## src/rtl/mtm_pkg.sv

```systemverilog
package mtm_pkg;

   // Default register layout (byte offsets)
   localparam int CTRL_OFS_D   = 'h00;
   localparam int MATCH_OFS_D  = 'h18;
   localparam int COUNT_OFS_D  = 'h48;
   localparam int STATUS_OFS_D = 'h60;
   localparam int STRIDE_D     = 4;

   // Lowest bit of the divide field in a control word
   localparam int DIV_LSB = 16;
   localparam int EN_W    = 3;

   // Enable field, bits [2:0] of a control word
   typedef struct packed {
      logic irq;    // bit 2
      logic match;  // bit 1
      logic count;  // bit 0
   } ch_en_t;

endpackage

```

## src/rtl/mtm_decode.sv

```systemverilog
module mtm_decode #(
   parameter int ADDR_W     = 8,
   parameter int NUM_CH     = 2,
   parameter int STRIDE     = 4,
   parameter int CTRL_OFS   = 'h00,
   parameter int MATCH_OFS  = 'h18,
   parameter int COUNT_OFS  = 'h48,
   parameter int STATUS_OFS = 'h60
) (
   input  logic [ADDR_W-1:0] addr,
   output logic [NUM_CH-1:0] ctrl_sel,
   output logic [NUM_CH-1:0] match_sel,
   output logic [NUM_CH-1:0] cnt_sel,
   output logic              stat_sel
);

   always_comb begin
      for (int k = 0; k < NUM_CH; k++) begin
         ctrl_sel[k]  = (addr == ADDR_W'(CTRL_OFS  + k * STRIDE));
         match_sel[k] = (addr == ADDR_W'(MATCH_OFS + k * STRIDE));
         cnt_sel[k]   = (addr == ADDR_W'(COUNT_OFS + k * STRIDE));
      end
      stat_sel = (addr == ADDR_W'(STATUS_OFS));
   end

   // at most one register answers any address
   always_comb begin
      assert ($countones({ctrl_sel, match_sel, cnt_sel, stat_sel}) <= 1)
         else $error("p_unique_decode_r2: overlapping register windows");
   end

endmodule

```

## src/rtl/mtm_channel.sv

```systemverilog
module mtm_channel
   import mtm_pkg::*;
#(
   parameter int DATA_W = 32,
   parameter int DIV_W  = 16
) (
   input  logic              clk,
   input  logic              rst,
   input  logic              ctrl_we,
   input  logic              match_we,
   input  logic              cnt_we,
   input  logic [DATA_W-1:0] wdata,
   output logic [DIV_W-1:0]  div_o,
   output ch_en_t            en_o,
   output logic [DATA_W-1:0] match_o,
   output logic [DATA_W-1:0] cnt_o,
   output logic              hit_o
);

   logic [DIV_W-1:0]  div_q;
   logic [DIV_W-1:0]  presc_q;
   ch_en_t            en_q;
   logic [DATA_W-1:0] match_q;
   logic [DATA_W-1:0] cnt_q;
   logic [DATA_W-1:0] cnt_inc;
   logic              tick;
   logic              hit;

   // one count step when the divider phase reaches its limit; any
   // write to this channel's control or counter takes precedence
   assign tick    = en_q.count && (presc_q == div_q) && !ctrl_we && !cnt_we;
   assign cnt_inc = cnt_q + DATA_W'(1);
   assign hit     = tick && en_q.match && (cnt_inc == match_q);

   always_ff @(posedge clk) begin
      if (rst) begin
         div_q   <= '0;
         en_q    <= '0;
         presc_q <= '0;
         match_q <= '0;
         cnt_q   <= '0;
      end else begin
         if (ctrl_we) begin
            div_q <= wdata[DIV_LSB +: DIV_W];
            en_q  <= ch_en_t'(wdata[EN_W-1:0]);
         end
         if (match_we)
            match_q <= wdata;
         if (cnt_we)
            cnt_q <= wdata;
         else if (tick)
            cnt_q <= cnt_inc;
         if (ctrl_we || cnt_we || !en_q.count || (presc_q == div_q))
            presc_q <= '0;
         else
            presc_q <= presc_q + DIV_W'(1);
      end
   end

   assign div_o   = div_q;
   assign en_o    = en_q;
   assign match_o = match_q;
   assign cnt_o   = cnt_q;
   assign hit_o   = hit;

   p_presc_bound_r3: assert property (@(posedge clk) disable iff (rst)
      presc_q <= div_q);

   p_hold_stopped_r3: assert property (@(posedge clk) disable iff (rst)
      (!en_q.count && !cnt_we) |=> $stable(cnt_q));

   p_load_r9: assert property (@(posedge clk) disable iff (rst)
      cnt_we |=> (cnt_q == $past(wdata)));

   p_wrap_r7: assert property (@(posedge clk) disable iff (rst)
      (tick && (cnt_q == '1)) |=> (cnt_q == '0));

   p_hit_lands_r4: assert property (@(posedge clk) disable iff (rst)
      (hit && !match_we) |=> (cnt_q == match_q));

endmodule

```

## src/rtl/mtm_status.sv

```systemverilog
module mtm_status #(
   parameter int NUM_CH = 2
) (
   input  logic              clk,
   input  logic              rst,
   input  logic [NUM_CH-1:0] set_i,
   input  logic [NUM_CH-1:0] clr_i,
   output logic [NUM_CH-1:0] st_o
);

   logic [NUM_CH-1:0] st_q;

   always_ff @(posedge clk) begin
      if (rst)
         st_q <= '0;
      else
         st_q <= (st_q & ~clr_i) | set_i;
   end

   assign st_o = st_q;

   p_set_wins_r8: assert property (@(posedge clk) disable iff (rst)
      (|set_i) |=> ((st_q & $past(set_i)) == $past(set_i)));

   p_clear_r6: assert property (@(posedge clk) disable iff (rst)
      (|(clr_i & ~set_i)) |=> ((st_q & $past(clr_i & ~set_i)) == '0));

   p_sticky_r7: assert property (@(posedge clk) disable iff (rst)
      (|(st_q & ~clr_i)) |=> ((st_q & $past(st_q & ~clr_i)) == $past(st_q & ~clr_i)));

endmodule

```

## src/rtl/dual_match_timer.sv

```systemverilog
module dual_match_timer
   import mtm_pkg::*;
#(
   parameter int ADDR_W     = 8,
   parameter int DATA_W     = 32,
   parameter int NUM_CH     = 2,
   parameter int DIV_W      = 16,
   parameter int STRIDE     = STRIDE_D,
   parameter int CTRL_OFS   = CTRL_OFS_D,
   parameter int MATCH_OFS  = MATCH_OFS_D,
   parameter int COUNT_OFS  = COUNT_OFS_D,
   parameter int STATUS_OFS = STATUS_OFS_D,
   parameter bit IRQ_REG    = 1'b0
) (
   input  logic              clk,
   input  logic              rst,
   input  logic [ADDR_W-1:0] bus_addr,
   input  logic              bus_wr,
   input  logic [DATA_W-1:0] bus_wdata,
   output logic [DATA_W-1:0] bus_rdata,
   output logic [NUM_CH-1:0] irq
);

   localparam int WIN_BYTES = NUM_CH * STRIDE;

   // elaboration checks
   if (DIV_LSB + DIV_W > DATA_W) begin : g_bad_div
      $error("divide field does not fit in a control word");
   end
   if (NUM_CH > DATA_W || NUM_CH < 1) begin : g_bad_ch
      $error("channel count out of range");
   end
   if (WIN_BYTES > MATCH_OFS - CTRL_OFS || WIN_BYTES > COUNT_OFS - MATCH_OFS
       || WIN_BYTES > STATUS_OFS - COUNT_OFS) begin : g_bad_map
      $error("register windows overlap");
   end
   if (STATUS_OFS >= (1 << ADDR_W)) begin : g_bad_addr
      $error("address width too small for register map");
   end

   logic [NUM_CH-1:0] ctrl_sel, match_sel, cnt_sel;
   logic              stat_sel;
   logic [NUM_CH-1:0] hit;
   logic [NUM_CH-1:0] ien;
   logic [NUM_CH-1:0] status;
   logic [NUM_CH-1:0] clr;
   logic [DIV_W-1:0]  ch_div   [NUM_CH];
   ch_en_t            ch_en    [NUM_CH];
   logic [DATA_W-1:0] ch_match [NUM_CH];
   logic [DATA_W-1:0] ch_cnt   [NUM_CH];

   mtm_decode #(
      .ADDR_W(ADDR_W), .NUM_CH(NUM_CH), .STRIDE(STRIDE),
      .CTRL_OFS(CTRL_OFS), .MATCH_OFS(MATCH_OFS),
      .COUNT_OFS(COUNT_OFS), .STATUS_OFS(STATUS_OFS)
   ) u_dec (
      .addr(bus_addr), .ctrl_sel(ctrl_sel), .match_sel(match_sel),
      .cnt_sel(cnt_sel), .stat_sel(stat_sel)
   );

   for (genvar k = 0; k < NUM_CH; k++) begin : g_ch
      mtm_channel #(.DATA_W(DATA_W), .DIV_W(DIV_W)) u_ch (
         .clk(clk), .rst(rst),
         .ctrl_we(bus_wr && ctrl_sel[k]),
         .match_we(bus_wr && match_sel[k]),
         .cnt_we(bus_wr && cnt_sel[k]),
         .wdata(bus_wdata),
         .div_o(ch_div[k]), .en_o(ch_en[k]),
         .match_o(ch_match[k]), .cnt_o(ch_cnt[k]),
         .hit_o(hit[k])
      );
      assign ien[k] = ch_en[k].irq;
   end

   assign clr = (bus_wr && stat_sel) ? bus_wdata[NUM_CH-1:0] : '0;

   mtm_status #(.NUM_CH(NUM_CH)) u_stat (
      .clk(clk), .rst(rst), .set_i(hit), .clr_i(clr), .st_o(status)
   );

   if (IRQ_REG) begin : g_irq_reg
      always_ff @(posedge clk) begin
         if (rst) irq <= '0;
         else     irq <= status & ien;
      end
   end else begin : g_irq_comb
      assign irq = status & ien;
   end

   always_comb begin
      bus_rdata = '0;
      for (int k = 0; k < NUM_CH; k++) begin
         if (ctrl_sel[k]) begin
            bus_rdata[DIV_LSB +: DIV_W] = ch_div[k];
            bus_rdata[EN_W-1:0]         = ch_en[k];
         end
         if (match_sel[k]) bus_rdata = ch_match[k];
         if (cnt_sel[k])   bus_rdata = ch_cnt[k];
      end
      if (stat_sel) bus_rdata[NUM_CH-1:0] = status;
   end

endmodule

```

## config.mk

```make
export PLATFORM = sky130hd
export DESIGN_NAME = dual_match_timer
export DESIGN_NICKNAME = d
export VERILOG_FILES = /design/src/rtl/mtm_pkg.sv /design/src/rtl/mtm_decode.sv /design/src/rtl/mtm_channel.sv /design/src/rtl/mtm_status.sv /design/src/rtl/dual_match_timer.sv
export SDC_FILE = /design/constraint.sdc
export NUM_CORES = 1
export LEC_CHECK = 0
export ABC_AREA = 1
export BUFFER_PORTS_ARGS = -buffer_cell sky130_fd_sc_hd__buf_2
export CAP_MARGIN = 20
export CORE_MARGIN = 3
export CORE_UTILIZATION = 64
export CTS_BUF_LIST = sky130_fd_sc_hd__clkbuf_4 sky130_fd_sc_hd__clkbuf_8
export CTS_CLUSTER_DIAMETER = 40
export DETAILED_ROUTE_END_ITERATION = 12
export PLACE_DENSITY = 0.86
export SLEW_MARGIN = 20
export SYNTH_ARGS = -nofsm -noshare
export SYNTH_HDL_FRONTEND = slang
export SYNTH_SLANG_ARGS = --single-unit
```

## constraint.sdc

```tcl
create_clock -name clk -period 2.6 [get_ports clk]
set_input_delay 0.13 -clock clk [delete_from_list [all_inputs] [get_ports clk]]
set_output_delay 0.13 -clock clk [all_outputs]
set_load 0.05 [all_outputs]
```

==> metrics.yaml <==
worst_pin_slew_ns: 0.937
grt_pass1_vias: 12900
drc: 0
fillers: 1608
drive_above_1_share_pct: 9.56
max_stage_delay_ns: 0.44
post_cts_buffers: 0
rows: 50
syn_nets: 2061
synth_area_sq_mm: 0.0124
dr.first_iter.drc_count: 1690
top_layer: "met5"
clk_pin_slew_ns: 0.12
p_leak_nw: 5.56
hold_class: "input port to flip-flop"
gp_congestion: 1.03
finalPower_mw: 5.44
synth_flop_cell: "dfxtp_1"
peakVddDrop_uv: 387
synth_cells: 2014
skew_ns: 0.0228
h-tree-depth: 4
die_h_um: 145
route.met2.wl_um: 19300
critPathRequiredTime_ns: 3.04
syn2layout_area_growth_pct: 11.0
fin_crit_ns: 2.39
dp_hpwl_um: 33300
die_w_um: 145
period_share_pct: 91.8
ios: 77
grt_max_degree: 64
grt_overflow: 0
die_area_sq_mm: 0.0211
wl_met3_um: 5160
drtPass1Iterations: 6
criticalPathCategory: "flip-flop to flip-flop"
max_freq_mhz: 419
avgSynthCellArea_sq_um: 6.16
ys_seq_area_share_pct: 32.3
p_per_area_mw_per_mm2: 395
via_per_inst: 6.00
cts_tree: "built"
ys_ff_latch: 200
path_cells: "ha_1, nand2_1, nor2_4, nand2_1, nor2_2, nand3_1, nand3_1, nand2_1, nor2_1, nand2_1, nor2_1, nand3_1, a21oi_2"
synth-edff-count: 0
crit_fanout: 7
core_area_sq_mm: 0.0189
cts_buffers: 17
finalSetupViolations: 0
multiInputGateArea_sq_mm: 0.00719
slew_headroom_pct: 37.5
drtAntennaViolNets: 0
diodes: 0
cp-end-kind: "flip-flop"
clock_path_buffers: 2
avgRoutedWirePerCell_um: 18.9
grt_pass1_wl_um: 69400
grt_usage_pct: 41.1
crit_path_top_delay_cell: "dfxtp_1"
setup_tns_ns: 0
grt_setup_unrepaired: "false"
wl_met1_um: 17200
insertion_delay_ns: 0.50
final_nets: 2148
cpMostUsedCell: "nand2_1"
cap_viol_max_count: 0
cp.arrival_ns: 2.82
vias: 14200
holdWs_ns: 0.0150
register_area_sq_mm: 0.00401
synth_cell_types: 45
start_kind: "flip-flop"
synth_warnings: 0
finalMaxSlewViolations: 0
initial_core_util_pct: 65.6
root_buffer: "clkbuf_8"
async_flop_share_pct: 0
final_util_pct: 72.9
antenna_found_initial: 1
clock-sinks: 200
routed_wl_um: 45000
port_buffers: 76
outcome: "complete, no violations"
finalHoldViolCount: 0
==> cell usage after synthesis, types with 4 or more instances <==
cell type / count / share of area (%)
clkbuf_1: 50 / 1.5
o2111ai_1: 13 / 0.92
nand3_1: 163 / 6.6
o22ai_1: 18 / 0.91
nor2_1: 219 / 6.6
nand2_1: 611 / 18
buf_2: 12 / 0.48
nor2_2: 10 / 0.50
a31oi_1: 37 / 1.9
ha_1: 4 / 0.40
or2_2: 4 / 0.20
dfxtp_1: 200 / 32
xnor3_1: 5 / 0.91
xor2_1: 39 / 2.8
buf_4: 5 / 0.30
a21oi_1: 137 / 5.5
nand2_2: 11 / 0.55
inv_1: 233 / 7.1
a221oi_1: 10 / 0.71
inv_2: 6 / 0.18
nand4_1: 11 / 0.55
nor3b_1: 5 / 0.30
nor2_4: 13 / 1.2
o221ai_1: 10 / 0.71
xnor2_1: 5 / 0.35
o21ai_0: 126 / 5.1
nor3_1: 12 / 0.48
o211ai_1: 18 / 1.1
==> area by class of cell <==
type / count / area share (%)
Tap cell: 260 / 2.36
Sequential cell: 200 / 29.1
Timing Repair Buffer: 140 / 6.76
Multi-Input combinational cell: 1500 / 52.2
Inverter: 242 / 6.60
Clock buffer: 18 / 1.75
Clock inverter: 14 / 1.25
==> worst max-delay path: cells and delay by family (launching register included) <==
family	cells	cell delay, ns
adder cells (fa/ha/maj)	1	0.23
AO/OA/AOI/OAI	1	0.12
AND/OR/NAND/NOR	11	1.56
flip-flops	1	0.44
==> logic make-up (layout without fill, tap and decap cells) <==
family	Yosys count	count (layout)	share of synthesized area, %
AOI/OAI and AO/OA	378	378	17.4
xor gates and xnor gates	49	49	4.02
adders and majority gates	4	4	0.404
buffers and inverters	314	414	9.80
DFF	200	200	32.3
and+or+nand+nor	1069	1069	36.1
==> placed cells by master, fill, tap and decap left out, types with 3 or more instances in the layout <==
| cell type | n |
|---|---|
| a21oi_1 | 137 |
| a221oi_1 | 10 |
| a31oi_1 | 37 |
| buf_2 | 76 |
| buf_4 | 40 |
| clkbuf_8 | 17 |
| clkinv_8 | 5 |
| dfxtp_1 | 199 |
| dlygate4sd3_1 | 23 |
| ha_1 | 4 |
| inv_1 | 233 |
| inv_2 | 7 |
| inv_6 | 3 |
| inv_8 | 5 |
| nand2_1 | 609 |
| nand2_2 | 13 |
| nand3_1 | 163 |
| nand4_1 | 11 |
| nor2_1 | 219 |
| nor2_2 | 10 |
| nor2_4 | 13 |
| nor3_1 | 12 |
| nor3b_1 | 5 |
| o2111ai_1 | 13 |
| o211ai_1 | 18 |
| o21ai_0 | 126 |
| o221ai_1 | 10 |
| o22ai_1 | 18 |
| or2_2 | 4 |
| xnor2_1 | 5 |
| xnor3_1 | 5 |
| xor2_1 | 39 |
==> layer usage <==
| layer | vias up | global-route usage, % |
|---|---|---|
| met4 | 2 | 26.1 |
| met3 | 200 | 6.96 |
| met1 | 6390 | 53.8 |
| met5 | - | 0 |
| li1 | 6723 | - |
| met2 | 932 | 63.1 |
==> what timing repair did <==
action                                  CTS  global route
endpoints found under the hold margin    32             3
hold buffers                             20             3
resized for setup                         0             1
endpoints found under the setup margin    0             1
==> where the power goes <==
part	switching [mW]	leakage [nW]	total, mW	internal [mW]
Combinational	0.186	3.74	0.266	0.0803
Sequential	0.00528	1.61	3.07	3.07
Clock	1.34	0.209	2.10	0.755
Total	1.53	5.56	5.44	3.90
==> flip-flops by register name, indices dropped and copies added (netlist names) <==
signal and flops:
u_stat.st_o 2, g_ch.u_ch.presc_q 32, g_ch.u_ch.match_o 64, g_ch.u_ch.en_o 6, g_ch.u_ch.div_o 32, g_ch.u_ch.cnt_o 64
==> stage by stage <==
stage                     cell area [sq um]  setup slack, ns  instances
after CTS                             13700            0.270       2371
after global placement                13100            0.360       2319
after global routing                  13800           0.0383       2374
final                                 13800            0.213       2374
after floorplan                       12400            0.513       2014
after detailed placement              13100            0.360       2319
==> final timing paths <==
path | startpoint | end | slack [ns] | cells after the start
worst max-delay path | g_ch[1].u_ch.cnt_o[0]$_SDFFE_PP0P_ | u_stat.st_o[1]$_SDFF_PP0_ | 0.21 | 13
worst min-delay path | bus_wdata[20] | g_ch[1].u_ch.div_o[4]$_SDFFE_PP0P_ | 0.01 | 3
worst max register to register | g_ch[1].u_ch.cnt_o[0]$_SDFFE_PP0P_ | u_stat.st_o[1]$_SDFF_PP0_ | 0.21 | 13
worst min register to register | g_ch[0].u_ch.match_o[13]$_SDFFE_PP0P_ | g_ch[0].u_ch.match_o[13]$_SDFFE_PP0P_ | 0.49 | 2
(Power assumes the default switching activity.)
